<file path="config.mk">
export PLATFORM = sky130hd
export DESIGN_NAME = escalating_watchdog
export DESIGN_NICKNAME = d
export VERILOG_FILES = /design/src/rtl/ewd_pkg.sv /design/src/rtl/ewd_period_latch.sv /design/src/rtl/ewd_counter.sv /design/src/rtl/ewd_escalate.sv /design/src/rtl/escalating_watchdog.sv
export SDC_FILE = /design/constraint.sdc
export NUM_CORES = 1
export LEC_CHECK = 0
export ABC_AREA = 1
export BUFFER_PORTS_ARGS = -buffer_cell sky130_fd_sc_hd__buf_2
export CAP_MARGIN = 20
export CORE_AREA = 2 2 63 65
export CTS_CLUSTER_SIZE = 16
export DETAILED_ROUTE_END_ITERATION = 6
export DIE_AREA = 0 0 65 67
export PLACE_DENSITY_LB_ADDON = 0.08
export SYNTH_ARGS = -nofsm -noshare
export SYNTH_HDL_FRONTEND = slang
export SYNTH_SLANG_ARGS = --single-unit
</file>
<file path="constraint.sdc">
create_clock -name clk -period 4.1 [get_ports clk]
set_input_delay 0.615 -clock clk [delete_from_list [all_inputs] [get_ports clk]]
set_output_delay 0.615 -clock clk [all_outputs]
set_load 0.01 [all_outputs]
</file>
<file path="src/rtl/ewd_pkg.sv">
package ewd_pkg;

    typedef enum logic [1:0] {
        WD_CLEAN   = 2'd0,
        WD_WARNED  = 2'd1,
        WD_TRIPPED = 2'd2
    } ewd_state_e;

    typedef struct packed {
        logic nmi;
        logic reset_req;
        logic warned;
    } ewd_flags_t;

    // Codes beyond the last period fall back to the longest one.
    function automatic int unsigned clamp_sel(int unsigned sel, int unsigned num);
        return (sel >= num) ? (num - 1) : sel;
    endfunction

    function automatic int unsigned period_log2(int unsigned base, int unsigned step,
                                                int unsigned sel);
        return base + step * sel;
    endfunction

endpackage

</file>
<file path="src/rtl/ewd_period_latch.sv">
module ewd_period_latch #(
    parameter int NUM_PERIODS = 5,
    parameter int SEL_W       = 3
) (
    input  logic             clk,
    input  logic             rst,
    input  logic             en,
    input  logic             kick,
    input  logic [SEL_W-1:0] period_sel,
    output logic [SEL_W-1:0] active_sel
);
    import ewd_pkg::*;

    logic [SEL_W-1:0] sel_clamped;

    always_comb begin
        sel_clamped = SEL_W'(clamp_sel(int'(period_sel), NUM_PERIODS));
    end

    always_ff @(posedge clk) begin
        if (rst || kick || !en) begin
            active_sel <= sel_clamped;
        end
    end

    AST_SEL_IN_RANGE: assert property (@(posedge clk) disable iff (rst)
        int'(active_sel) < NUM_PERIODS);

endmodule

</file>
<file path="src/rtl/ewd_counter.sv">
module ewd_counter #(
    parameter int BASE_LOG2   = 16,
    parameter int STEP_LOG2   = 2,
    parameter int NUM_PERIODS = 5,
    parameter int SEL_W       = 3
) (
    input  logic             clk,
    input  logic             rst,
    input  logic             en,
    input  logic             kick,
    input  logic [SEL_W-1:0] active_sel,
    output logic             wrap
);
    import ewd_pkg::*;

    localparam int CNT_W = BASE_LOG2 + STEP_LOG2 * (NUM_PERIODS - 1);

    logic [CNT_W-1:0] cnt;
    logic [CNT_W-1:0] terminal;

    always_comb begin
        terminal = {CNT_W{1'b1}} >>
                   (CNT_W - int'(period_log2(BASE_LOG2, STEP_LOG2, int'(active_sel))));
    end

    // A clear in the terminal cycle wins over the wrap.
    assign wrap = en && !kick && (cnt == terminal);

    always_ff @(posedge clk) begin
        if (rst || !en || kick) begin
            cnt <= '0;
        end else if (cnt == terminal) begin
            cnt <= '0;
        end else begin
            cnt <= cnt + CNT_W'(1);
        end
    end

    AST_CNT_IN_WINDOW: assert property (@(posedge clk) disable iff (rst)
        cnt <= terminal);
    AST_KICK_ZEROES: assert property (@(posedge clk) disable iff (rst)
        kick |=> (cnt == '0));
    AST_NO_WRAP_ON_KICK: assert property (@(posedge clk) disable iff (rst)
        kick |-> !wrap);
    AST_OFF_HOLDS_ZERO: assert property (@(posedge clk) disable iff (rst)
        !en |=> (cnt == '0));

endmodule

</file>
<file path="src/rtl/ewd_escalate.sv">
module ewd_escalate (
    input  logic                clk,
    input  logic                rst,
    input  logic                en,
    input  logic                kick,
    input  logic                wrap,
    output ewd_pkg::ewd_flags_t flags
);
    import ewd_pkg::*;

    ewd_state_e state;
    logic       nmi_q;

    always_ff @(posedge clk) begin
        if (rst) begin
            state <= WD_CLEAN;
            nmi_q <= 1'b0;
        end else begin
            nmi_q <= 1'b0;
            if (state == WD_TRIPPED) begin
                state <= WD_TRIPPED;
            end else if (!en || kick) begin
                state <= WD_CLEAN;
            end else if (wrap) begin
                if (state == WD_CLEAN) begin
                    state <= WD_WARNED;
                    nmi_q <= 1'b1;
                end else begin
                    state <= WD_TRIPPED;
                end
            end
        end
    end

    always_comb begin
        flags.nmi       = nmi_q;
        flags.reset_req = (state == WD_TRIPPED);
        flags.warned    = (state != WD_CLEAN);
    end

    AST_NMI_SINGLE: assert property (@(posedge clk) disable iff (rst)
        flags.nmi |=> !flags.nmi);
    AST_NMI_FIRST_ONLY: assert property (@(posedge clk) disable iff (rst)
        flags.nmi |-> (flags.warned && !$past(flags.warned)));
    AST_RST_STICKY: assert property (@(posedge clk) disable iff (rst)
        flags.reset_req |=> flags.reset_req);
    AST_TRIP_AFTER_WARN: assert property (@(posedge clk) disable iff (rst)
        $rose(flags.reset_req) |-> $past(flags.warned));
    AST_OFF_NO_NMI: assert property (@(posedge clk) disable iff (rst)
        !en |=> !flags.nmi);

endmodule

</file>
<file path="src/rtl/escalating_watchdog.sv">
module escalating_watchdog #(
    parameter int BASE_LOG2   = 16,
    parameter int STEP_LOG2   = 2,
    parameter int NUM_PERIODS = 5,
    parameter int SEL_W       = 3
) (
    input  logic             clk,
    input  logic             rst,
    input  logic             en,
    input  logic [SEL_W-1:0] period_sel,
    input  logic             kick,
    output logic             nmi_pulse,
    output logic             reset_req,
    output logic             warned
);
    import ewd_pkg::*;

    logic [SEL_W-1:0] active_sel;
    logic             wrap;
    ewd_flags_t       flags;

    ewd_period_latch #(
        .NUM_PERIODS(NUM_PERIODS),
        .SEL_W      (SEL_W)
    ) u_latch (
        .clk       (clk),
        .rst       (rst),
        .en        (en),
        .kick      (kick),
        .period_sel(period_sel),
        .active_sel(active_sel)
    );

    ewd_counter #(
        .BASE_LOG2  (BASE_LOG2),
        .STEP_LOG2  (STEP_LOG2),
        .NUM_PERIODS(NUM_PERIODS),
        .SEL_W      (SEL_W)
    ) u_counter (
        .clk       (clk),
        .rst       (rst),
        .en        (en),
        .kick      (kick),
        .active_sel(active_sel),
        .wrap      (wrap)
    );

    ewd_escalate u_escalate (
        .clk  (clk),
        .rst  (rst),
        .en   (en),
        .kick (kick),
        .wrap (wrap),
        .flags(flags)
    );

    assign nmi_pulse = flags.nmi;
    assign reset_req = flags.reset_req;
    assign warned    = flags.warned;

    AST_RESET_QUIET: assert property (@(posedge clk)
        rst |=> (!nmi_pulse && !reset_req && !warned));

endmodule

</file>
; Word-level counts from Yosys, hierarchy flattened
; Cells that the tools add are included.
[word_totals]
register_bits = 30
in_bits = 7
mem_bits_ro = 0
mem_bits_rw = 0
output_inout_bits = 3
n_memories = 0
latch_bits = 0
wordCells = 33
[op_classes]
n_shift = 1
eq_ne = 2
bitwise = 1
mux = 5
addsub = 3
n_lt_le_gt_ge = 1
n_reduce_logical = 15
mul = 0
n_div = 0
[op_table]
columns = op, count
row1 = "right shift 24 x 32 -> 24 bit, first input constant", 1
row2 = "subtractor 6 x 32 -> 32 bit, first input constant", 1
row3 = "adder 24 x 1 -> 24 bit, second input constant", 1
row4 = equality test 24 bit, 1
row5 = two-way mux 2 bit, 4
row6 = "adder 5 x 4 -> 6 bit, first input constant", 1
row7 = logical OR 1 bit, 5
row8 = OR reduction 4 bit, 1
row9 = "greater-or-equal comparator 3 bit, second input constant", 1
row10 = nonzero test 3 bit, 1
row11 = OR reduction 3 bit, 1
row12 = "equality test 2 bit, second input constant", 1
row13 = logical AND 1 bit, 2
row14 = zero test 1 bit, 2
row15 = zero test 2 bit, 1
row16 = nonzero test 2 bit, 1
row17 = OR reduction 2 bit, 1
row18 = two-way mux 1 bit, 1
row19 = NOT 1 bit, 1

; Depth between registers and ports, before layout
; Gate-level depths: netlist (run 1).
[depth]
word_depth = 8
ltp_mapped = 16
depth_no_buf = 16

; Hierarchy
; Synthesis (run 1) repeated with hierarchy kept, for this count alone.
[unflattened]
cells_unflattened = 291
area_unflattened_um2 = 1939.4
[by_module_without_submodules]
columns = mod, seq_area_each_um2, cells_each, area_each_um2, instances
row1 = ewd_counter, 480.5, 253, 1660.3, 1
row2 = ewd_escalate, 60.1, 25, 151.4, 1
row3 = ewd_period_latch, 90.1, 13, 127.6, 1

; Least setup slack after synthesis (run 1)
; No wires, ideal clock.
[synth_path]
path_type = reg2reg
startpoint = reg u_latch.active_sel[1]
endpoint = reg u_counter.cnt[17]
path_stages_with_launch = 17
arrival_ns = 2.090
required_time_ns = 3.973
synth_period_minus_slack_ns = 2.217
slack_ns = 1.883
path_buffers = 1
setup_time_ns = 0.127
cell_sequence = edfxtp_1 inv_1 ha_1 inv_1 ha_1 inv_1 nand3_1 nand4_1 nand2_1 nand2_1 inv_1 nand2_1 nor2_1 nand2_2 nand2_4 buf_6 nor3_2
[synth_between]
elab_chain_cells = 5
[synth_lines]
columns = item, line_no
row1 = start: declaration, ewd_period_latch.sv:10  ; output logic [SEL_W-1:0] active_sel
row2 = start signal: assignment, ewd_period_latch.sv:22  ; active_sel <= sel_clamped;
row3 = adder 5 x 4 -> 6 bit, ewd_pkg.sv:22  ; return base + step * sel;
row4 = subtractor 6 x 32 -> 32 bit, ewd_counter.sv:23  ; (CNT_W - int'(period_log2(BASE_LOG2, STEP_LOG2, int'(active_sel))));
row5 = right shift 24 x 32 -> 24 bit, ewd_counter.sv:22  ; terminal = {CNT_W{1'b1}} >>
row6 = equality test 24 bit, ewd_counter.sv:32  ; end else if (cnt == terminal) begin
row7 = OR reduction 2 bit (no source line), n/a
row8 = end signal: assignment, ewd_counter.sv:35  ; cnt <= cnt + CNT_W'(1);
row9 = end: declaration, ewd_counter.sv:18  ; logic [CNT_W-1:0] cnt;
; Every way passes these cells.
; A chain may end at the register's enable or synchronous reset.

; Final worst setup path (run 1)
[layout_path]
startpoint = reg u_latch.active_sel[1]
endpoint = reg u_counter.cnt[11]
; Same word-level chain as after synthesis.

==> metrics.yaml, run 1 <==
sta:
  hold_slack_ns: 0.477
  relSlewSlack_pct: 74.3
  finalSetupViolCount: 0
  tns_ns: 0
  worstMarginPinSlew_ns: 0.382
  hold_viol: 0
  final_max_slew_viol_count: 0
  min_period_over_period_pct: 62.3
  max_freq_mhz: 392
  fin_crit_ns: 2.55
  skew_ns: 0.00722
  rsz0062_at_grt: "no"
route:
  wl_met1_um: 2180
  post_drt_wl_per_cell_um: 11.4
  drtIter0Drc: 184
  routed_via_density: 5.05
  maxUsedRoutingLayer: "met4"
  ant_nets: 0
  via_count: 1824
  route.met2.wl_um: 1700
  wl_met3_um: 160
  route.detailed.drc: 0
  first_pass_iters: 4
  drt-total-wl_um: 4110
cts:
  path_clk_slew_ns: 0.06
  ctsRootBufferMaster: "clkbuf_8"
  ctsHoldBuffers: 0
  cts-htree-levels: 2
  cts_resized: 0
  cts_sinks: 30
  clk_path_buf_depth: 2
  cts_setup_buffers: 0
  cts_buffers: 5
  clk-insertion-delay-late_ns: 0.29
  tritoncts: "done"
synth:
  synth_seq_cells: 30
  ys_warn_count: 0
  synth-compound-area-share_pct: 7.71
  syn_area_per_cell_um2: 6.51
  synth_cells: 299
  synth_top_area_cell: "dfxtp_1"
  synthDominantCellAreaShare_pct: 27.8
  synth_fa_ha_area_share_pct: 1.93
  synth.distinct_cells: 30
  synth.area.top_cells: "dfxtp_1, nand2_1, nor2_1"
  synth_fp_nets: 309
  synth_area_mm2: 0.00195
  synth_xor_area_share_pct: 4.05
  synth_mux_area_share_pct: 0
  seq_area_frac_synth_pct: 32.4
  synth_top_family_by_area: "simple AND/OR/NAND/NOR gates"
  synth-simple-area-share_pct: 43.1
worst_setup_path:
  crit_chain: "inv_1, ha_1, inv_1, ha_1, inv_1, nand3_1, nand4_1, nand2_1, nand2_1, inv_1, nand2_1, nor2_1, nand2_2, nand2_4, nor3_1"
  crit_slowest_cell: "edfxtp_1"
  timing.critical_path.to_type: "flop"
  cp-start-kind: "flop"
  worstSetupPathType: "flop to flop"
  reg2reg_depth: 15
  worst_path_most_repeated_cell: "inv_1"
  r2r_setup_slack_ns: 1.55
  reg2reg_to: "u_counter.cnt[11]"
  cp_data_arrival_time_ns: 2.72
  cp_max_fo: 24
  required_ns: 4.27
  cp_slowest_stage_delay_ns: 0.46
  timing.rr.start: "u_latch.active_sel[1]"
pwr:
  finalPower_mw: 0.660
  power_density_mw_per_mm2: 312
  leakage_nw: 0.910
  peakVddDrop_v: 0.000235
global_routing:
  antenna_found_initial: 0
  grt_pass1_vias: 1555
  grt_use_total_pct: 20.8
  grt_max_degree: 25
  grt-ovfl-total: 0
  grt_first_pass_wirelength_um: 6800
min_path:
  hold_path_end: "u_escalate.state[1]"
  min_path_type: "flop to flop"
  hold_path_depth: 2
  min_from: "u_escalate.state[1]"
run_status:
  status: "completed"
floorplan:
  ioPinCount: 10
  die_height_um: 67
  initial_core_util_pct: 54.0
  core_mm2: 0.00361
  rows: 22
  die_w_um: 65
  floorplan.die_area_mm2: 0.00436
cells_and_area:
  antennaDiodeCount: 0
  layout.nets: 322
  fin_util_pct: 58.7
  multi_input_comb_area_mm2: 0.00111
  area_growth_pct: 8.74
  drive_gt1_share_pct: 11.8
  nFillCells: 373
  postLayoutCellArea_mm2: 0.00212
  seqCellArea_um2: 631
place:
  placed_area_mm2: 0.00203
  place_hpwl_um: 3230
  numPortBuffers: 9
  gp_congestion: 0.837
job:
  cap_violations: 0
logic make-up after synthesis:
group / Yosys count
flip-flops: 30
XOR/XNOR: 9
buffers and inverters: 52
AND/OR/NAND/NOR: 179
adder cells (fa/ha/maj): 3
AO/OA/AOI/OAI: 26
layout by cell type (no fill, tap or decap), types with 2 or more instances in the layout:
master / count
nor3_1: 7
xor2_1: 6
nand3_1: 24
dfxtp_1: 27
clkbuf_8: 6
nand3_2: 2
nor4_1: 3
inv_1: 49
nand2_2: 4
nor2_2: 4
o21ai_0: 9
edfxtp_1: 3
buf_2: 9
xnor2_1: 3
nor3_2: 4
nand4_1: 10
nor2_1: 52
nand2_1: 62
a21oi_1: 13
or2_2: 2
ha_1: 3
synthesized netlist by cell type, drive strengths merged:
cell / instances
edfxtp: 3
or2: 2
nand3b: 1
nand3: 26
nor2: 57
clkbuf: 1
ha: 3
nor3: 12
a21oi: 13
nand2: 67
o211ai: 1
and2: 1
o21bai: 1
nand4: 10
inv: 49
o21ai: 11
nor4: 3
buf: 2
xor2: 6
xnor2: 3
dfxtp: 27
per-stage QoR:
stage / std cells / worst slack [ns]
floorplan: 299 / 1.88
global placement: 353 / 1.63
detailed placement: 353 / 1.54
CTS: 361 / 1.54
global route: 361 / 1.28
finish: 361 / 1.55
report_power, final:
group          switching (mW)  internal, mW
Combinational          0.0705        0.0366
Clock                   0.112         0.135
Sequential            0.00590         0.300
critical path, delay by kind of cell (launching register included):
family	cells	cell delay [ns]
flops	1	0.46
fa+ha+maj	2	0.55
buf+inv	4	0.34
simple gates	9	1.08
registers in the layout, summed over array words and instances, names as in the netlist:
register	count
u_escalate.state	2
u_counter.cnt	24
u_escalate.nmi_q	1
u_latch.active_sel	3
metal layers:
metal  vias to the layer above  GRT usage (%)
met5                         -              0
met4                         0           9.31
met3                         6           4.05
met2                        40           30.2
met1                       802           29.5
li1                        976              -
cell type report:
class,instances,share of cell area (%)
clock inverter,1,0.236
sequential,30,29.8
timing repair buffer,9,2.13
tap,48,2.84
inverter,49,8.69
multi-input combinational,217,52.2
clock buffer,7,4.08
worst max-delay path by stage:
stage,start,to,slack (ns)
final,u_latch.active_sel[1],u_counter.cnt[11],1.55
after global routing,u_latch.active_sel[1],u_counter.cnt[14],1.28
after CTS,u_latch.active_sel[1],u_counter.cnt[11],1.54
after detailed placement,u_latch.active_sel[1],u_counter.cnt[21],1.54
after global placement,u_latch.active_sel[1],u_counter.cnt[15],1.63
after floorplan,u_latch.active_sel[1],u_counter.cnt[17],1.88
Power figures use the tool's default switching activity.
==> run 2, diff against run 1 <==
Clock period 4.1 ns to 2.2 ns, I/O delays scaled along.
==> metrics.yaml, run 2 (synthesis gave the netlist of run 1 again) <==
min_path:
  min_from: "period_sel[2]"
  hold_path_depth: 1
  hold_path_end: "u_latch.active_sel[2]"
  min_path_type: "primary input to flop"
pwr:
  peakVddDrop_v: 0.000367
  power_density_mw_per_mm2: 552
  leakage_nw: 0.973
cells_and_area:
  nFillCells: 343
  largest_reg_flops: 24
  top_regs: "u_counter.cnt (24), u_latch.active_sel (3), u_escalate.state (2)"
  antennaDiodeCount: 0
  final_cell_mix: "nand2_1, nor2_1, inv_1, dfxtp_1, nand3_1"
  layout.nets: 334
  postLayoutCellArea_mm2: 0.00229
  area_growth_pct: 17.7
  final_common_cell: "nand2_1"
  drive_gt1_share_pct: 18.8
  fin_util_pct: 63.5
  regMostFlops: "u_counter.cnt"
job:
  cap_violations: 0
worst_setup_path:
  cp_data_arrival_time_ns: 2.26
  reg2reg_to: "u_escalate.state[0]"
  worstSetupPathType: "flop to flop"
  reg2reg_depth: 17
  cp_max_fo: 6
  cp-start-kind: "flop"
  timing.rr.start: "u_latch.active_sel[1]"
  r2r_setup_slack_ns: 0.17
  required_ns: 2.42
  timing.critical_path.to_type: "flop"
global_routing:
  grt_max_degree: 25
  grt-ovfl-total: 0
  antenna_found_initial: 0
  grt_first_pass_wirelength_um: 7490
  grt_pass1_vias: 1749
  grt_use_total_pct: 22.6
route:
  ant_nets: 0
  drt-total-wl_um: 4430
  via_count: 1905
  route.detailed.drc: 0
  post_drt_wl_per_cell_um: 11.9
  first_pass_iters: 4
  drtIter0Drc: 75
  routed_via_density: 5.12
run_status:
  status: "completed"
floorplan:
  core_mm2: 0.00361
  rows: 22
  floorplan.die_area_mm2: 0.00436
  ioPinCount: 10
  initial_core_util_pct: 54.0
  die_height_um: 67
  die_w_um: 65
cts:
  clk-insertion-delay-late_ns: 0.29
  clk_path_buf_depth: 2
  ctsRootBufferMaster: "clkbuf_8"
  cts_buffers: 5
  cts_sinks: 30
  ctsHoldBuffers: 0
  cts-htree-levels: 2
  path_clk_slew_ns: 0.06
  tritoncts: "done"
sta:
  relSlewSlack_pct: 51.5
  worstMarginPinSlew_ns: 0.725
  finalSetupViolCount: 0
  final_max_slew_viol_count: 0
  layout_setup_ws_ns: 0.165
  fin_crit_ns: 2.03
  min_period_over_period_pct: 92.5
  hold_viol: 0
  skew_ns: 0.00513
  tns_ns: 0
  max_freq_mhz: 491
place:
  pre_cts_ws_ns: -0.0157
  gp_congestion: 0.883
  numPortBuffers: 9
  place_hpwl_um: 3340
  placed_area_mm2: 0.00211
## run 2: critical path, stage by stage, from the launching register on
cell      delay [ns]
edfxtp_1        0.38
inv_1           0.08
ha_1            0.15
inv_2           0.05
ha_4            0.30
inv_2           0.06
nand3_4         0.09
nand4_1         0.09
nand2_1         0.08
nand2_1         0.06
inv_1           0.05
nand2_1         0.08
nor2_4          0.13
buf_4           0.13
nand3_1         0.07
nand2_1         0.06
inv_1           0.03
nor2_1          0.08
## run 2: final cells by class
type | instances | area, um2 | area share [%]
inverter | 49 | 188 | 8.19
sequential | 30 | 631 | 27.5
clock buffer | 5 | 68.8 | 3.00
tap | 48 | 60.1 | 2.62
clock inverter | 2 | 10.0 | 0.437
multi-input combinational | 218 | 1210 | 52.6
timing repair buffer | 20 | 128 | 5.57
## run 2: power by group
| group | leakage [nW] | switching, mW | internal (mW) |
|---|---|---|---|
| Sequential | 0.250 | 0.00650 | 0.559 |
| Combinational | 0.680 | 0.170 | 0.116 |
| Clock | 0.0438 | 0.202 | 0.211 |
| Total | 0.973 | 0.378 | 0.886 |
## run 2: worst max-delay path by stage
stage                                     start  slack (ns)                   to  depth (start not counted)
after floorplan           u_latch.active_sel[1]        0.07    u_counter.cnt[17]                         16
after global placement    u_latch.active_sel[1]        0.02    u_counter.cnt[15]                         15
after detailed placement  u_latch.active_sel[1]       -0.02     u_counter.cnt[5]                         15
after CTS                 u_latch.active_sel[1]        0.04    u_counter.cnt[21]                         15
after global routing      u_latch.active_sel[1]       -0.01  u_escalate.state[0]                         17
final                     u_latch.active_sel[1]        0.17  u_escalate.state[0]                         17
## run 2: timing repair
action / 4_1_cts / 5_1_grt
pin swaps: 0 / 1
gates resized for setup: 1 / 16
setup buffers: 0 / 1
setup endpoints to repair: 23 / 26
gates cloned: 0 / 1
## run 2: routing by layer
layer	vias to the layer above	GRT usage, %	routed length [um]
met5	-	0	0
met4	0	8.78	65
met3	5	5.57	103
met2	19	38.1	2140
met1	883	27.7	2120
li1	998	-	-
## run 2: metrics by stage
step                cells  hold slack (ns)  total power [mW]
global placement      363            0.469             0.823
global route          372            0.227              1.34
detailed placement    363            0.473             0.826
floorplan             299            0.441             0.751
finish                372            0.238              1.26
CTS                   370            0.239              1.24
==> run 3, diff against run 2 <==
Settings changed: ABC_AREA 1 to 0, CORE_AREA 2 2 63 65 to 2 2 58 60, DIE_AREA 0 0 65 67 to 0 0 60 62.
==> metrics.yaml, run 3 <==
run_status:
  status: "finished with violations"
  violations: "setup timing"
synth:
  async_flop_share_pct: 0
  synth_area_mm2: 0.00159
  ys_warn_count: 0
  synth_xor_area_share_pct: 12.1
  synth_top_area_cell: "dfxtp_1"
  synth_seq_cells: 30
  syn_area_per_cell_um2: 8.56
  synthTopCellsByCount: "nor2_1, dfxtp_1, xor2_1"
  synth.distinct_cells: 38
  synth-simple-area-share_pct: 28.7
  synth_top_family_by_area: "simple AND/OR/NAND/NOR gates"
  synth_cells: 186
  synth_ff_type: "dfxtp_1"
  yosysMostFrequentCell: "nor2_1"
  synth_fa_ha_area_share_pct: 2.36
  synth_fp_nets: 196
  synth-compound-area-share_pct: 10.7
  seq_area_frac_synth_pct: 39.6
  synth.area.top_cells: "dfxtp_1, nor2_1, xor2_1"
  synthDominantCellAreaShare_pct: 34.0
  synth_mux_area_share_pct: 1.89
  synth-edff-count: 3
sta:
  min_period_over_period_pct: 113
  finalSetupViolCount: 27
  rsz0062_at_grt: "yes"
  final_max_slew_viol_count: 0
  layout_setup_ws_ns: -0.278
  max_freq_mhz: 404
  tns_ns: -7.03
  hold_slack_ns: 0.181
  relSlewSlack_pct: 68.9
  hold_viol: 0
  skew_ns: 0.00742
  worstMarginPinSlew_ns: 0.462
  fin_crit_ns: 2.48
route:
  route.detailed.drc: 0
  routed_via_density: 5.48
  via_count: 1398
  first_pass_iters: 5
  drt-total-wl_um: 3340
  post_drt_wl_per_cell_um: 13.1
  ant_nets: 0
  drtIter0Drc: 54
floorplan:
  die_w_um: 60
  ioPinCount: 10
  core_mm2: 0.00318
  initial_core_util_pct: 50.1
  rows: 21
  floorplan.die_area_mm2: 0.00372
  die_height_um: 62
cells_and_area:
  seqCellArea_um2: 631
  final_cell_mix: "nor2_1, dfxtp_1, xor2_1, nand2_1, nand4_1"
  multi_input_comb_area_um2: 965
  regMostFlops: "u_counter.cnt"
  drive_gt1_share_pct: 21.5
  largest_reg_flops: 24
  top_regs: "u_counter.cnt (24), u_latch.active_sel (3), u_escalate.state (2)"
  layout.nets: 219
  antennaDiodeCount: 0
  final_common_cell: "nor2_1"
  area_growth_pct: 18.9
  final_cell_count_no_fill: 255
  nFillCells: 298
cts:
  cts_buffers: 5
  ctsRootBufferMaster: "clkbuf_4"
  clk_path_buf_depth: 2
  cts_sinks: 30
  cts-htree-levels: 2
  tritoncts: "done"
  path_clk_slew_ns: 0.09
  clk-insertion-delay-late_ns: 0.33
worst_setup_path:
  worst_path_most_repeated_cell: "ha_4"
  cp_slowest_stage_delay_ns: 0.44
  worstSetupStartpoint: "u_latch.active_sel[1]"
  reg2reg_to: "u_counter.cnt[23]"
  timing.critical_path.to_type: "flop"
  required_ns: 2.42
  cp_max_fo: 12
  r2r_setup_slack_ns: -0.28
  timing.rr.start: "u_latch.active_sel[1]"
  crit_end: "u_counter.cnt[23]"
  crit_slowest_cell: "edfxtp_1"
  cp-start-kind: "flop"
  worstSetupPathType: "flop to flop"
  crit_chain: "inv_4, ha_4, inv_2, ha_4, nor2b_4, a211o_1, a222oi_1, nand3_1, o21ai_4, buf_6, nor2_1"
  reg2reg_depth: 11
  cp_data_arrival_time_ns: 2.70
global_routing:
  antenna_found_initial: 0
  grt_first_pass_wirelength_um: 5510
  grt_use_total_pct: 20.0
  grt_pass1_vias: 1263
  grt_max_degree: 13
  grt-ovfl-total: 0
min_path:
  min_path_type: "primary input to flop"
  min_from: "rst"
  hold_path_depth: 2
place:
  numPortBuffers: 9
  place_hpwl_um: 2400
  gp_congestion: 0.854
  dp.cells: 244
pwr:
  finalPower_mw: 1.10
  leakage_nw: 0.686
  power_density_mw_per_mm2: 583
  peakVddDrop_v: 0.000374
job:
  cap_violations: 0
[run 3: routing by layer]
metal	track usage, %	up-vias	wire (um)
li1	-	693	-
met1	23.9	663	1460
met2	33.1	33	1640
met3	6.42	9	170
met4	8.89	0	61
met5	0	-	0
[run 3: per-stage QoR]
step | setup slack (ns) | util (%) | cell area, um2
final | -0.278 | 59.5 | 1890
after global routing | -0.435 | 59.5 | 1890
after CTS | -0.266 | 60.0 | 1910
after detailed placement | -0.424 | 55.4 | 1760
after global placement | -0.307 | 55.4 | 1760
after floorplan | -0.272 | - | 1630
[run 3: cell type report]
type,count,area share [%]
clock buffer,7,2.38
inverter,9,1.92
multi-input combinational,141,51.0
sequential,30,33.3
tap,46,3.04
timing repair buffer,22,8.33
[run 3: cell families after synthesis]
family / Yosys count
buffers and inverters: 15
flip-flops: 30
multiplexers: 3
XOR/XNOR: 22
AO/OA/AOI/OAI: 20
AND/OR/NAND/NOR: 93
adder cells (fa/ha/maj): 3
[run 3: timing repair]
item                                    in CTS  in global routing
hold buffers                                 0                  0
resized for setup                           13                  5
cloned                                       1                  0
hold endpoints to repair                     0                  0
setup buffers                                4                  1
endpoints found under the setup margin      27                 27
pin swaps                                    6                  5
[run 3: how the worst min path moves through the flow]
stage	end	slack [ns]
floorplan	u_escalate.state[1]	0.40
global placement	u_counter.cnt[0]	0.46
detailed placement	u_counter.cnt[0]	0.46
CTS	u_escalate.state[1]	0.18
global route	u_escalate.state[1]	0.17
finish	u_escalate.state[1]	0.18
[run 3: worst max-delay path, delay by kind of cell (launching register included)]
family	cells	cell delay [ns]
buffers and inverters	3	0.29
AND/OR/NAND/NOR	3	0.41
adder cells (fa/ha/maj)	2	0.31
AO/OA/AOI/OAI	3	0.90
flip-flops	1	0.44
[run 3: power breakdown]
| group | leakage [nW] | switching, mW | internal, mW | total (mW) |
|---|---|---|---|---|
| registers | 0.250 | 0.00609 | 0.558 | 0.564 |
| logic | 0.411 | 0.115 | 0.124 | 0.239 |
| clock network | 0.0254 | 0.179 | 0.120 | 0.299 |
